--- src/rtl/irq_pkg.sv ---
package irq_pkg;
  localparam int NSRC      = 5;
  localparam int IDX_W     = 3;
  localparam int NPAIR     = 2;   // external/timer pairs: pair k -> sources 2k, 2k+1
  localparam int GLOBAL_EN = 7;

  typedef enum logic [IDX_W-1:0] {
    SRC_EXT0 = 3'd0,
    SRC_TMR0 = 3'd1,
    SRC_EXT1 = 3'd2,
    SRC_TMR1 = 3'd3,
    SRC_SER  = 3'd4
  } src_e;
endpackage

--- src/rtl/irq_ext_input.sv ---
module irq_ext_input (
  input  logic clk,
  input  logic rst,
  input  logic pin_n,
  input  logic edge_mode,
  input  logic clr,
  output logic req
);
  logic pin_q;
  logic edge_flag;
  logic fall;

  assign fall = pin_q & ~pin_n;

  always_ff @(posedge clk) begin
    if (rst) begin
      pin_q     <= 1'b1;
      edge_flag <= 1'b0;
    end else begin
      pin_q     <= pin_n;
      edge_flag <= edge_mode & (fall | (edge_flag & ~clr));
    end
  end

  assign req = edge_mode ? edge_flag : ~pin_q;

  AST_LEVEL_FOLLOWS_PIN: assert property (@(posedge clk) disable iff (rst)
    (!edge_mode && !$past(rst)) |-> (req == !$past(pin_n)));
endmodule

--- src/rtl/irq_poll_arbiter.sv ---
module irq_poll_arbiter
  import irq_pkg::*;
(
  input  logic [NSRC-1:0]  pend,
  input  logic [7:0]       en_reg,
  input  logic [7:0]       pri_reg,
  input  logic             insv_hi,
  input  logic             insv_lo,
  output logic             found,
  output logic [IDX_W-1:0] idx,
  output logic             sel_hi
);
  logic [NSRC-1:0] elig;
  logic [NSRC-1:0] hi_set;
  logic [NSRC-1:0] lo_set;
  logic [NSRC-1:0] cand;

  always_comb begin
    elig   = pend & en_reg[NSRC-1:0] & {NSRC{en_reg[GLOBAL_EN]}};
    hi_set = elig & pri_reg[NSRC-1:0];
    lo_set = elig & ~pri_reg[NSRC-1:0];
    if (insv_hi)       cand = '0;
    else if (|hi_set)  cand = hi_set;
    else if (insv_lo)  cand = '0;
    else               cand = lo_set;
    sel_hi = !insv_hi && (|hi_set);
    found  = |cand;
    idx    = '0;
    for (int i = NSRC - 1; i >= 0; i--) begin
      if (cand[i]) idx = IDX_W'(i);
    end
  end
endmodule

--- src/rtl/irq_level_track.sv ---
module irq_level_track (
  input  logic clk,
  input  logic rst,
  input  logic push,
  input  logic push_hi,
  input  logic pop,
  output logic insv_hi,
  output logic insv_lo
);
  always_ff @(posedge clk) begin
    if (rst) begin
      insv_hi <= 1'b0;
      insv_lo <= 1'b0;
    end else if (push) begin
      if (push_hi) insv_hi <= 1'b1;
      else         insv_lo <= 1'b1;
    end else if (pop) begin
      if (insv_hi) insv_hi <= 1'b0;
      else         insv_lo <= 1'b0;
    end
  end

  AST_ENTER_ONLY_ON_ACK: assert property (@(posedge clk) disable iff (rst)
    ($rose(insv_hi) || $rose(insv_lo)) |-> $past(push));
endmodule

--- src/rtl/prio_irq_ctrl.sv ---
module prio_irq_ctrl
  import irq_pkg::*;
#(
  parameter int VEC_W    = 16,
  parameter int VEC_BASE = 3,
  parameter int VEC_STEP = 8
) (
  input  logic             clk,
  input  logic             rst,
  input  logic [1:0]       ext_n,
  input  logic [1:0]       trig_mode,
  input  logic [1:0]       tmr_flag,
  input  logic             ser_tx,
  input  logic             ser_rx,
  input  logic [7:0]       en_reg,
  input  logic [7:0]       pri_reg,
  input  logic             ack,
  input  logic             reti,
  output logic             irq_req,
  output logic [VEC_W-1:0] irq_vec,
  output logic [1:0]       tmr_clr
);
  logic [NSRC-1:0]  pend;
  logic [NPAIR-1:0] ext_req;
  logic [NPAIR-1:0] ext_clr;
  logic             found;
  logic [IDX_W-1:0] pick_idx;
  logic             pick_hi;
  logic             insv_hi;
  logic             insv_lo;
  logic             req_q;
  logic [VEC_W-1:0] vec_q;
  logic [IDX_W-1:0] idx_q;
  logic             hi_q;
  logic [NPAIR-1:0] tclr_q;
  logic             ack_ok;

  assign ack_ok = ack & req_q;

  for (genvar k = 0; k < NPAIR; k++) begin : g_pair
    irq_ext_input u_ext (
      .clk       (clk),
      .rst       (rst),
      .pin_n     (ext_n[k]),
      .edge_mode (trig_mode[k]),
      .clr       (ext_clr[k]),
      .req       (ext_req[k])
    );
    assign ext_clr[k]    = ack_ok && (idx_q == IDX_W'(2 * k));
    assign pend[2*k]     = ext_req[k];
    // a timer flag is masked while its clear pulse is out
    assign pend[2*k + 1] = tmr_flag[k] & ~tclr_q[k];
  end
  assign pend[SRC_SER] = ser_tx | ser_rx;

  irq_poll_arbiter u_arb (
    .pend    (pend),
    .en_reg  (en_reg),
    .pri_reg (pri_reg),
    .insv_hi (insv_hi),
    .insv_lo (insv_lo),
    .found   (found),
    .idx     (pick_idx),
    .sel_hi  (pick_hi)
  );

  irq_level_track u_lvl (
    .clk     (clk),
    .rst     (rst),
    .push    (ack_ok),
    .push_hi (hi_q),
    .pop     (reti),
    .insv_hi (insv_hi),
    .insv_lo (insv_lo)
  );

  always_ff @(posedge clk) begin
    if (rst) begin
      req_q  <= 1'b0;
      vec_q  <= '0;
      idx_q  <= '0;
      hi_q   <= 1'b0;
      tclr_q <= '0;
    end else begin
      req_q <= ack_ok ? 1'b0 : found;
      vec_q <= VEC_W'(VEC_BASE) + VEC_W'(pick_idx) * VEC_W'(VEC_STEP);
      idx_q <= pick_idx;
      hi_q  <= pick_hi;
      for (int k = 0; k < NPAIR; k++) begin
        tclr_q[k] <= ack_ok && (idx_q == IDX_W'(2 * k + 1));
      end
    end
  end

  assign irq_req = req_q;
  assign irq_vec = vec_q;
  assign tmr_clr = tclr_q;

  AST_REQ_DROP_AFTER_ACK: assert property (@(posedge clk) disable iff (rst)
    (ack && irq_req) |=> !irq_req);
  AST_GLOBAL_OFF_QUIET: assert property (@(posedge clk) disable iff (rst)
    !en_reg[GLOBAL_EN] |=> !irq_req);
  AST_NONE_OVER_HIGH: assert property (@(posedge clk) disable iff (rst)
    insv_hi |-> !irq_req);
  AST_CLR_FOLLOWS_ACK: assert property (@(posedge clk) disable iff (rst)
    (|tmr_clr) |-> $past(ack));
  AST_CLR_ONEHOT: assert property (@(posedge clk) disable iff (rst)
    $onehot0(tmr_clr));
endmodule

--- config.mk ---
export PLATFORM = sky130hd
export DESIGN_NAME = prio_irq_ctrl
export DESIGN_NICKNAME = d
export VERILOG_FILES = /design/src/rtl/irq_pkg.sv /design/src/rtl/irq_ext_input.sv /design/src/rtl/irq_poll_arbiter.sv /design/src/rtl/irq_level_track.sv /design/src/rtl/prio_irq_ctrl.sv
export SDC_FILE = /design/constraint.sdc
export NUM_CORES = 1
export LEC_CHECK = 0
export CAP_MARGIN = 20
export CORE_UTILIZATION = 41
export CTS_BUF_LIST = sky130_fd_sc_hd__clkbuf_8
export DETAILED_ROUTE_END_ITERATION = 8
export PLACE_DENSITY = 0.9
export REMOVE_ABC_BUFFERS = 1
export SYNTH_ARGS = -nofsm -noshare
export SYNTH_HDL_FRONTEND = slang
export SYNTH_SLANG_ARGS = --single-unit
--- constraint.sdc ---
create_clock -name clk -period 4.49 [get_ports clk]
set_input_delay 0.6735 -clock clk [delete_from_list [all_inputs] [get_ports clk]]
set_output_delay 0.6735 -clock clk [all_outputs]
set_load 0.005 [all_outputs]
==> metrics.yaml <==
ys_warn_count: 0
grt-ovfl-total: 0
reg2regPathDepth: 5
finalClockSkew_ns: 0.000981
wl_mm: 2.10
syn_area_um2: 807
portBuffers: 30
swShare: 0.228
diodes: 0
clockRootBuffer: "clkbuf_8"
fmax_mhz: 433
yosysSeqAreaShare: 0.347
cp_data_arrival_time_ns: 2.39
crit_path_end: "idx_q[2]"
synth_top_cell_by_area: "dfxtp_1"
vias_per_cell: 5.46
synth.ff_latch_count: 14
cp.required_ns: 4.57
setup_viol: 0
p_sw_uw: 71.9
ios: 47
wire_per_inst_um: 13.9
path_cells: "clkdlybuf4s50_1 > o2111ai_1 > nand2_1 > inv_1 > o2bb2ai_1 > a2111oi_0"
final_common_cell: "clkdlybuf4s50_1"
rsz0062_at_grt: "false"
ant_nets: 0
cts_setup_buffers: 0
drt_iter0_drc: 33
cp-start-kind: "primary input"
max_slew_margin: 0.668
core_um2: 1780
final_area_um2: 1140
postCtsHoldBufs: 0
synth_edf_count: 0
clkTransAtPathRegs_ns: 0.05
tightest_slew_ns: 0.486
clk_path_buf_depth: 2
netlist_top_cells_area: "dfxtp_1 35%, buf_4 11%, nand2_1 3.7%"
r2r_end: "idx_q[0]"
max_cap_viol_count: 0
synth_top_area_share: 0.347
final_cell_mix: "30 x clkdlybuf4s50_1, 14 x dfxtp_1, 11 x conb_1"
htreeDepth: 1
power_leakage_uw: 0.000488
ir_drop_v: 0.000181
dpl_cell_area_um2: 1090
route.detailed.drc: 0
rrSetupSlack_ns: 2.75
hold_ws_ns: 0.498
min_period_ns: 2.31
cts_buffers: 3
place.gp.congestion: 0.924
hold_viol_final: 0
post_cts_resized: 0
first_pass_iters: 5
end_kind: "register"
die_area_um2: 2150
clock_latency_ns: 0.24
grt_max_degree: 9
combPwrFrac: 0.198
dp_hpwl_mm: 1.55
max_stage_delay_ns: 0.62
synth_cell_types: 39
track_usage: 0.210
powerDensity_nw_per_um2: 277
die_y_um: 46.4
p_clk_frac: 0.374
initial_core_util: 0.453
min_path_type: "reg2reg"
synthCells: 94
slowest_stage: "clkdlybuf4s50_1"
final_nets: 155
rows: 15
cts.sinks: 14
layout-drive-gt1-share: 0.0714
final-max-slew-violation-count: 0
r2r-start: "tmr_clr[1]"
worstPathMaxFanout: 8
die_w_um: 46.4
setup_tns_ns: 0
synthFlopType: "dfxtp_1"
outcome: "completed"
p_int_uw: 244
hp-start: "u_lvl.insv_lo"
worstSetupPathType: "in2reg"
area_delta_synth_final_pct: 41.4
antenna_found_initial: 0
p_seq_frac: 0.428
grt_pass1_wl_mm: 3.20
grt_pass1_vias: 767
async_reset_ff_frac: 0
critPathLaunch: "en_reg[7]"
post-route-period-util: 0.514
postSynthAreaPerCell_um2: 8.59
dr_total_vias: 824
tritoncts: "done"
## layout make-up
class	instances	area, um^2
Clock buffer	4	55.1
Fill cell	145	642
Inverter	5	18.8
Multi-Input combinational cell	73	455
Sequential cell	14	280
Tap cell	25	31.3
Timing Repair Buffer	30	300
## state kept, by name, indices dropped and copies added (netlist names)
register                cells
u_lvl.insv_hi               1
g_pair.u_ext.edge_flag      2
irq_vec                     1
g_pair.u_ext.pin_q          2
u_lvl.insv_lo               1
tmr_clr                     2
hi_q                        1
idx_q                       3
irq_req                     1
## cells in the mapped netlist, types with 2 or more instances
master / n
nor3_1: 2
a21oi_1: 2
or2_2: 3
and3b_1: 3
dfxtp_1: 14
inv_1: 5
nand2_1: 8
nor2_1: 5
nand2b_1: 2
nand3_1: 3
and3_1: 3
o21ai_0: 4
buf_4: 12
nor2b_1: 3
## power by group through the flow
stage	sequential, uW	combinational [uW]	clock [uW]
CTS	135	62.4	120
detailed placement	137	61.2	0
global route	136	68.2	128
floorplan	136	26.7	0
finish	135	62.5	118
global placement	137	59.2	0
## worst min path at each step
stage                          to  slack (ns)  depth (start not counted)
global placement    u_lvl.insv_lo        0.46                          2
floorplan                    hi_q        0.44                          1
CTS                          hi_q        0.50                          1
global route        u_lvl.insv_lo        0.51                          2
finish              u_lvl.insv_lo        0.50                          2
detailed placement           hi_q        0.48                          1
## critical path: cells and delay by family
family                 cells  cell delay (ns)
buffers and inverters      2             0.70
AOI/OAI and AO/OA          3             0.85
and+or+nand+nor            1             0.17
## cells by family (layout without fill, tap and decap cells)
kind of cell,after synthesis,count (layout),share of synthesized area
AND/OR/NAND/NOR,42,42,0.313
AO/OA/AOI/OAI,20,20,0.200
buffers and inverters,17,39,0.135
flip-flops,14,14,0.347
other,1,11,0.00465
## through the flow
stage / setup WS [ns] / power (uW) / util / std cells
floorplan: 2.53 / 163 / - / 92
global placement: 2.04 / 196 / 0.609 / 147
detailed placement: 1.97 / 198 / 0.609 / 147
CTS: 2.17 / 318 / 0.640 / 151
global route: 2.10 / 332 / 0.640 / 151
finish: 2.18 / 316 / 0.640 / 151
## per-layer routing
metal	global-route usage	wire (um)	share of wire	up-vias
li1	-	-	-	386
met1	0.223	812	0.39	384
met2	0.406	1080	0.52	45
met3	0.0118	143	0.068	9
met4	0.106	58	0.028	0
met5	0	0	0	-
No activity file was read; power rests on OpenSTA's default activity.
